$ cat src/rtl/scl_timing_pkg.sv
package scl_timing_pkg;
  typedef enum logic [1:0] {
    PH_IDLE = 2'd0,
    PH_LOW  = 2'd1,
    PH_WAIT = 2'd2,
    PH_HIGH = 2'd3
  } phase_e;

  typedef struct packed {
    logic run;
    logic loadLow;
    logic loadHigh;
  } ctlStrobes_t;
endpackage

$ cat src/rtl/scl_timing_datapath.sv
module scl_timing_datapath
  import scl_timing_pkg::*;
#(
  parameter int CDF_W      = 3,
  parameter int SCGD_W     = 6,
  parameter int ROUND_W    = 6,
  parameter int BASE_TICKS = 20,
  parameter int SCGD_STEP  = 8
) (
  input  logic               clk,
  input  logic               rst_n,
  input  ctlStrobes_t        ctl,
  input  logic [CDF_W-1:0]   cdfSel,
  input  logic [SCGD_W-1:0]  scgdSel,
  input  logic [ROUND_W-1:0] roundTicks,
  output logic               tick,
  output logic               lastTick
);
  localparam int MAX_TICKS = BASE_TICKS + SCGD_STEP * ((2 ** SCGD_W) - 1) + (2 ** ROUND_W) - 1;
  localparam int CNT_W     = $clog2(MAX_TICKS + 1);

  logic [CDF_W-1:0] preCnt;
  logic [CNT_W-1:0] phaseCnt;
  logic [CNT_W-1:0] periodTicks;
  logic [CNT_W-1:0] highTicks;
  logic [CNT_W-1:0] lowTicks;
  logic             phaseLoad;

  always_comb begin
    periodTicks = CNT_W'(BASE_TICKS) + CNT_W'(SCGD_STEP) * CNT_W'(scgdSel) + CNT_W'(roundTicks);
    highTicks   = periodTicks >> 1;
    lowTicks    = periodTicks - highTicks;
  end

  assign phaseLoad = ctl.loadLow | ctl.loadHigh;
  assign tick      = ctl.run && (preCnt >= cdfSel);
  assign lastTick  = tick && (phaseCnt == CNT_W'(1));

  always_ff @(posedge clk or negedge rst_n) begin
    if (!rst_n) begin
      preCnt <= '0;
    end else if (phaseLoad || !ctl.run || tick) begin
      preCnt <= '0;
    end else begin
      preCnt <= preCnt + CDF_W'(1);
    end
  end

  always_ff @(posedge clk or negedge rst_n) begin
    if (!rst_n) begin
      phaseCnt <= '0;
    end else if (ctl.loadLow) begin
      phaseCnt <= lowTicks;
    end else if (ctl.loadHigh) begin
      phaseCnt <= highTicks;
    end else if (tick && (phaseCnt != '0)) begin
      phaseCnt <= phaseCnt - CNT_W'(1);
    end
  end

  assert_prescale_bound_R2: assert property (@(posedge clk) disable iff (!rst_n)
    ($stable(cdfSel) && ($past(preCnt) <= $past(cdfSel))) |-> (preCnt <= cdfSel));

  assert_prescale_idle_R1: assert property (@(posedge clk) disable iff (!rst_n)
    !ctl.run |=> (preCnt == '0));

  assert_count_down_only_R10: assert property (@(posedge clk) disable iff (!rst_n)
    !phaseLoad |=> (phaseCnt <= $past(phaseCnt)));
endmodule

$ cat src/rtl/scl_timing_ctrl.sv
module scl_timing_ctrl
  import scl_timing_pkg::*;
(
  input  logic        clk,
  input  logic        rst_n,
  input  logic        masterEn,
  input  logic        startReq,
  input  logic        sclIn,
  input  logic        lastTick,
  output ctlStrobes_t ctl,
  output logic        sclOut,
  output logic        lowStrobe,
  output logic        highStrobe
);
  phase_e phase, phaseNext;

  always_comb begin
    ctl          = '0;
    phaseNext    = phase;
    ctl.run      = masterEn && (phase != PH_IDLE);
    if (!masterEn) begin
      phaseNext = PH_IDLE;
    end else if (startReq) begin
      phaseNext   = PH_LOW;
      ctl.loadLow = 1'b1;
    end else begin
      unique case (phase)
        PH_IDLE: phaseNext = PH_IDLE;
        PH_LOW:  if (lastTick) phaseNext = PH_WAIT;
        PH_WAIT: if (sclIn) begin
          phaseNext    = PH_HIGH;
          ctl.loadHigh = 1'b1;
        end
        PH_HIGH: if (lastTick) begin
          phaseNext   = PH_LOW;
          ctl.loadLow = 1'b1;
        end
        default: phaseNext = PH_IDLE;
      endcase
    end
  end

  always_ff @(posedge clk or negedge rst_n) begin
    if (!rst_n) begin
      phase      <= PH_IDLE;
      lowStrobe  <= 1'b0;
      highStrobe <= 1'b0;
    end else begin
      phase      <= phaseNext;
      lowStrobe  <= ctl.loadLow;
      highStrobe <= ctl.loadHigh;
    end
  end

  assign sclOut = (phase != PH_LOW);

  assert_disable_idles_R8: assert property (@(posedge clk) disable iff (!rst_n)
    !masterEn |=> (sclOut && !lowStrobe && !highStrobe));

  assert_strobes_exclusive_R7: assert property (@(posedge clk) disable iff (!rst_n)
    !(lowStrobe && highStrobe));

  assert_low_strobe_level_R7: assert property (@(posedge clk) disable iff (!rst_n)
    lowStrobe |-> !sclOut);

  assert_stretch_waits_R6: assert property (@(posedge clk) disable iff (!rst_n)
    (phase == PH_WAIT && masterEn && !startReq && !sclIn) |=> (phase == PH_WAIT && !highStrobe));

  assert_restart_low_R9: assert property (@(posedge clk) disable iff (!rst_n)
    (masterEn && startReq) |=> (!sclOut && lowStrobe));
endmodule

$ cat src/rtl/scl_timing_gen.sv
module scl_timing_gen
  import scl_timing_pkg::*;
#(
  parameter int CDF_W      = 3,
  parameter int SCGD_W     = 6,
  parameter int ROUND_W    = 6,
  parameter int BASE_TICKS = 20,
  parameter int SCGD_STEP  = 8
) (
  input  logic                      clk,
  input  logic                      rst_n,
  input  logic                      masterEn,
  input  logic                      startReq,
  input  logic [CDF_W+SCGD_W-1:0]   clkCtrl,
  input  logic [ROUND_W-1:0]        roundTicks,
  input  logic                      sclIn,
  output logic                      sclOut,
  output logic                      lowStrobe,
  output logic                      highStrobe
);
  ctlStrobes_t ctl;
  logic        tick;
  logic        lastTick;

  scl_timing_datapath #(
    .CDF_W(CDF_W), .SCGD_W(SCGD_W), .ROUND_W(ROUND_W),
    .BASE_TICKS(BASE_TICKS), .SCGD_STEP(SCGD_STEP)
  ) uDatapath (
    .clk(clk), .rst_n(rst_n), .ctl(ctl),
    .cdfSel(clkCtrl[CDF_W-1:0]),
    .scgdSel(clkCtrl[CDF_W+SCGD_W-1:CDF_W]),
    .roundTicks(roundTicks),
    .tick(tick), .lastTick(lastTick)
  );

  scl_timing_ctrl uCtrl (
    .clk(clk), .rst_n(rst_n), .masterEn(masterEn), .startReq(startReq),
    .sclIn(sclIn), .lastTick(lastTick), .ctl(ctl),
    .sclOut(sclOut), .lowStrobe(lowStrobe), .highStrobe(highStrobe)
  );
endmodule

$ cat config.mk
export PLATFORM = sky130hd
export DESIGN_NAME = scl_timing_gen
export DESIGN_NICKNAME = d
export VERILOG_FILES = /design/src/rtl/scl_timing_pkg.sv /design/src/rtl/scl_timing_datapath.sv /design/src/rtl/scl_timing_ctrl.sv /design/src/rtl/scl_timing_gen.sv
export SDC_FILE = /design/constraint.sdc
export NUM_CORES = 1
export LEC_CHECK = 0
export ABC_AREA = 1
export BUFFER_PORTS_ARGS = -buffer_cell sky130_fd_sc_hd__buf_2
export CORE_MARGIN = 2
export CORE_UTILIZATION = 62
export CTS_BUF_LIST = sky130_fd_sc_hd__clkbuf_4 sky130_fd_sc_hd__clkbuf_8 sky130_fd_sc_hd__clkbuf_16
export DETAILED_ROUTE_END_ITERATION = 7
export HOLD_SLACK_MARGIN = 0.02
export PLACE_DENSITY = 0.88
export SETUP_SLACK_MARGIN = 0.5
export SLEW_MARGIN = 15
export SYNTH_ARGS = -nofsm -noshare
export SYNTH_HDL_FRONTEND = slang
export SYNTH_HIERARCHICAL = 1
export SYNTH_SLANG_ARGS = --single-unit
$ cat constraint.sdc
create_clock -name clk -period 7.45 [get_ports clk]
set_clock_uncertainty 0.1 [all_clocks]
set_input_delay 0.3725 -clock clk [delete_from_list [all_inputs] [get_ports clk]]
set_output_delay 0.3725 -clock clk [all_outputs]
set_load 0.01 [all_outputs]
==> metrics.csv <==
stage,metric,value,unit
clock_network,CTS root buf,clkbuf_4,
timing,Final setup viols,0,
global_routing,global route overflow,0,
power_and_ir_drop,Reg power frac,0.320,
clock_network,"Clk Latency, worst-skew pair",0.30,ns
yosys,"Seq/Total Area, Yosys",0.215,
die,Die Y-Extent,60.5,um
yosys,gate count after technology mapping,287,
critical_path,CP Launch Type,flip-flop,
timing,Fmax,0.295,GHz
global_routing,gr busiest metal,met2,
drt,detailed-route wire length per cell,11.5,um
clock_network,PostCTS Resize Cnt,0,
clock_network,CTS buffer count,3,
drt,total wire length,4070,um
power_and_ir_drop,clock share of power,0.117,
die,Die X,60.5,um
critical_path,R2R Path End,uDatapath/phaseCnt[8],
die,io pins,23,
place,hpwl dp,3350,um
clock_network,Sinks on Clock Net,17,
global_routing,first-pass GRT wire length,7140,um
global_routing,largest net degree at the start of global routing,18,
worst_hold_path,WHS Endpoint,uCtrl/highStrobe,
clock_network,CTS max path bufs,2,
critical_path,CP endpoint kind,flip-flop,
timing,Final Hold Fails,0,
global_routing,vias in the first global route,1721,
critical_path,"Slowest-stage cell, CP",nor2_1,
global_routing,routing usage on met1,0.343,
clock_network,clk slew on worst S/H paths,0.10,ns
power_and_ir_drop,Int Pwr,0.000223,W
die,Initial Util,0.648,
critical_path,worst reg-to-reg path cell count,12,
yosys,Synthesis Warnings,6,
critical_path,Buf/Inv on CP,1,
cells_and_area,layout cells sized above 1,0.167,
cells_and_area,ANT cells,0,
clock_network,CTS tree,yes,
global_routing,gr usage total,0.255,
clock_network,H-tree levels,1,
critical_path,CP Class,reg -> reg,
worst_hold_path,Hold Path Class,in -> reg,
timing,slew of the pin with the lowest slew margin,0.746,ns
drt,DRT Pass-1 Iters,5,
timing,Max Slew Vio Count,0,
place,Placed Instances,350,
die,CORE AREA,3050,um2
cells_and_area,area grow syn2layout,9.11,%
yosys,unique cell type count in the Yosys netlist,35,
yosys,register bit total from synthesis,17,
timing,Setup TNS Final,0,ns
place,routability cong.,0.877,
yosys,Post-Syn Area,1980,um2
global_routing,met3 usage,0.0405,
drt,Final ANT Viol Nets,0,
critical_path,crit-path max FO,13,
critical_path,Critical Path AT,3.48,ns
drt,detailed router's first-iteration violation count,100,
power_and_ir_drop,switching fraction of total power,0.463,
power_and_ir_drop,pwr/cell area,193,nW/um2
cells_and_area,Layout fillers,289,
yosys,Synth Area per Inst,6.89,um2
power_and_ir_drop,LEAKAGE,1.19,nW
power_and_ir_drop,Net Switching,0.000193,W
global_routing,initial antenna violation count,0,
critical_path,"Largest stage delay, worst path",0.56,ns
timing,RSZ-0062 raised after global routing,no,
drt,DR vias,1904,
cells_and_area,layout net count,358,
power_and_ir_drop,combinational power share,0.562,
worst_hold_path,worst hold start,startReq,
critical_path,"delay-heaviest family, CP",simple AND/OR/NAND/NOR gates,
critical_path,FF-to-FF Start,uDatapath/preCnt[2],
job,max-cap viol count,0,
worst_hold_path,hold depth,2,
critical_path,Critical Path RT,7.54,ns
critical_path,"most used cell, CP",nand2_1,
die,area of the die,3660,um2
cells_and_area,fin cells,355,
timing,relative slew slack,0.501,
status,run status,completed,
timing,fin crit share,0.455,
die,FP Rows,20,
drt,via/cell ratio,5.36,
yosys,Synth Net Count,333,
critical_path,FF-to-FF setup slack,4.06,ns
power_and_ir_drop,peak supply drop,151,uV
clock_network,buffers inserted by post-CTS timing repair,0,
critical_path,worst path cell trace,ha_1 > nand2_1 > o211ai_1 > nand2_1 > nor3_1 > a21oi_1 > nor2_1 > nor2_1 > nand2_1 > inv_1 > a221oi_1 > a21oi_1,
drt,drt drc,0,
clock_network,Hold Buf Count CTS,1,
timing,Final min period,3.39,ns
global_routing,GR Util met2,0.435,
place,IO Port Bufs,22,
==> placed cells by master, fill, tap and decap left out, types with 8 or more instances in the layout <==
cell     netlist  layout
nand2_1       65      65
inv_1         49      49
ha_1          24      24
nor2_1        23      23
buf_2          1      22
nand3_1       22      22
dfrtp_1       17      17
a21oi_1       11      11
nand2_2       10      10
nand4_1        8       8
==> flip-flops by register name, indices dropped and copies added (netlist names) <==
register / cells
uDatapath/phaseCnt: 10
uDatapath/preCnt: 3
uCtrl/phase: 2
uCtrl/highStrobe: 1
uCtrl/lowStrobe: 1
==> layer usage <==
metal | part of all wire | routed length, um
met3 | 0.039 | 159
met1 | 0.48 | 1940
met4 | 0.010 | 42
met5 | 0 | 0
met2 | 0.47 | 1930
==> Yosys cell counts <==
cell type | number | share of area
nand3_2 | 6 | 0.030
clkbuf_8 | 1 | 0.0070
nor3_1 | 1 | 0.0025
o32ai_1 | 1 | 0.0044
inv_2 | 5 | 0.0095
a21oi_2 | 1 | 0.0044
nand2_1 | 65 | 0.12
nor3b_1 | 1 | 0.0038
xor2_2 | 1 | 0.0082
buf_2 | 1 | 0.0025
nor2_1 | 23 | 0.044
o21ai_0 | 6 | 0.015
a31oi_1 | 2 | 0.0063
a22oi_1 | 2 | 0.0076
ha_1 | 24 | 0.15
o21ai_1 | 2 | 0.0051
nor2_2 | 2 | 0.0063
xor2_1 | 5 | 0.022
o211ai_1 | 4 | 0.015
xnor2_1 | 4 | 0.018
inv_1 | 49 | 0.093
or3_1 | 1 | 0.0032
dfrtp_1 | 17 | 0.22
o31ai_1 | 1 | 0.0038
nand2_2 | 10 | 0.032
a21oi_1 | 11 | 0.028
o21ai_2 | 1 | 0.0044
nand3_1 | 22 | 0.056
nand4_1 | 8 | 0.025
clkbuf_1 | 1 | 0.0019
a32o_1 | 1 | 0.0051
a221oi_1 | 2 | 0.0089
fa_1 | 2 | 0.020
nor4_1 | 1 | 0.0032
o221ai_1 | 3 | 0.013
==> logic make-up after synthesis <==
| kind of cell | Yosys count | synth area share |
|---|---|---|
| xor gates and xnor gates | 10 | 0.0481 |
| DFF | 17 | 0.215 |
| AOI/OAI and AO/OA | 37 | 0.122 |
| buffers and inverters | 57 | 0.114 |
| and+or+nand+nor | 140 | 0.329 |
| adders and majority gates | 26 | 0.172 |
==> how the worst max path moves through the flow <==
stage	end	slack [ns]	start	cells past startpoint
2_1_floorplan	uDatapath/phaseCnt[7]	4.44	roundTicks[3]	19
3_3_place_gp	uDatapath/phaseCnt[9]	4.06	roundTicks[3]	20
3_5_place_dp	uDatapath/phaseCnt[9]	4.01	roundTicks[3]	20
6_report	uDatapath/phaseCnt[8]	4.06	uDatapath/preCnt[2]	12
5_1_grt	uDatapath/phaseCnt[8]	3.80	uDatapath/preCnt[2]	12
4_1_cts	uDatapath/phaseCnt[8]	4.11	uDatapath/preCnt[2]	12
==> final cells by class <==
type | instances | area [um2] | share of cell area
sequential | 17 | 425 | 0.197
clock inverter | 1 | 5.00 | 0.00232
tap | 44 | 55.1 | 0.0255
inverter | 54 | 203 | 0.0940
multi-input combinational | 213 | 1330 | 0.615
timing repair buffer | 23 | 120 | 0.0557
clock buffer | 3 | 22.5 | 0.0104
==> power groups by stage <==
stage | Clock, W | Combinational, W | Sequential, W
final | 0.0000488 | 0.000234 | 0.000133
after global routing | 0.0000547 | 0.000269 | 0.000136
after CTS | 0.0000510 | 0.000232 | 0.000133
after detailed placement | 0 | 0.000230 | 0.000134
after global placement | 0 | 0.000224 | 0.000134
after floorplan | 0 | 0.000184 | 0.000129
==> metrics by stage <==
step           worst slack, ns  power, W   util  hold WS [ns]  instance area [um2]
5_1_grt                   3.80  0.000459  0.707         0.266                 2160
2_1_floorplan             4.44  0.000314      -       -0.0231                 1980
3_5_place_dp              4.01  0.000364  0.694         0.210                 2120
3_3_place_gp              4.06  0.000358  0.694         0.215                 2120
6_report                  4.06  0.000416  0.707         0.255                 2160
4_1_cts                   4.11  0.000415  0.707         0.251                 2160
Note: power is estimated with default switching activity, not from simulation.
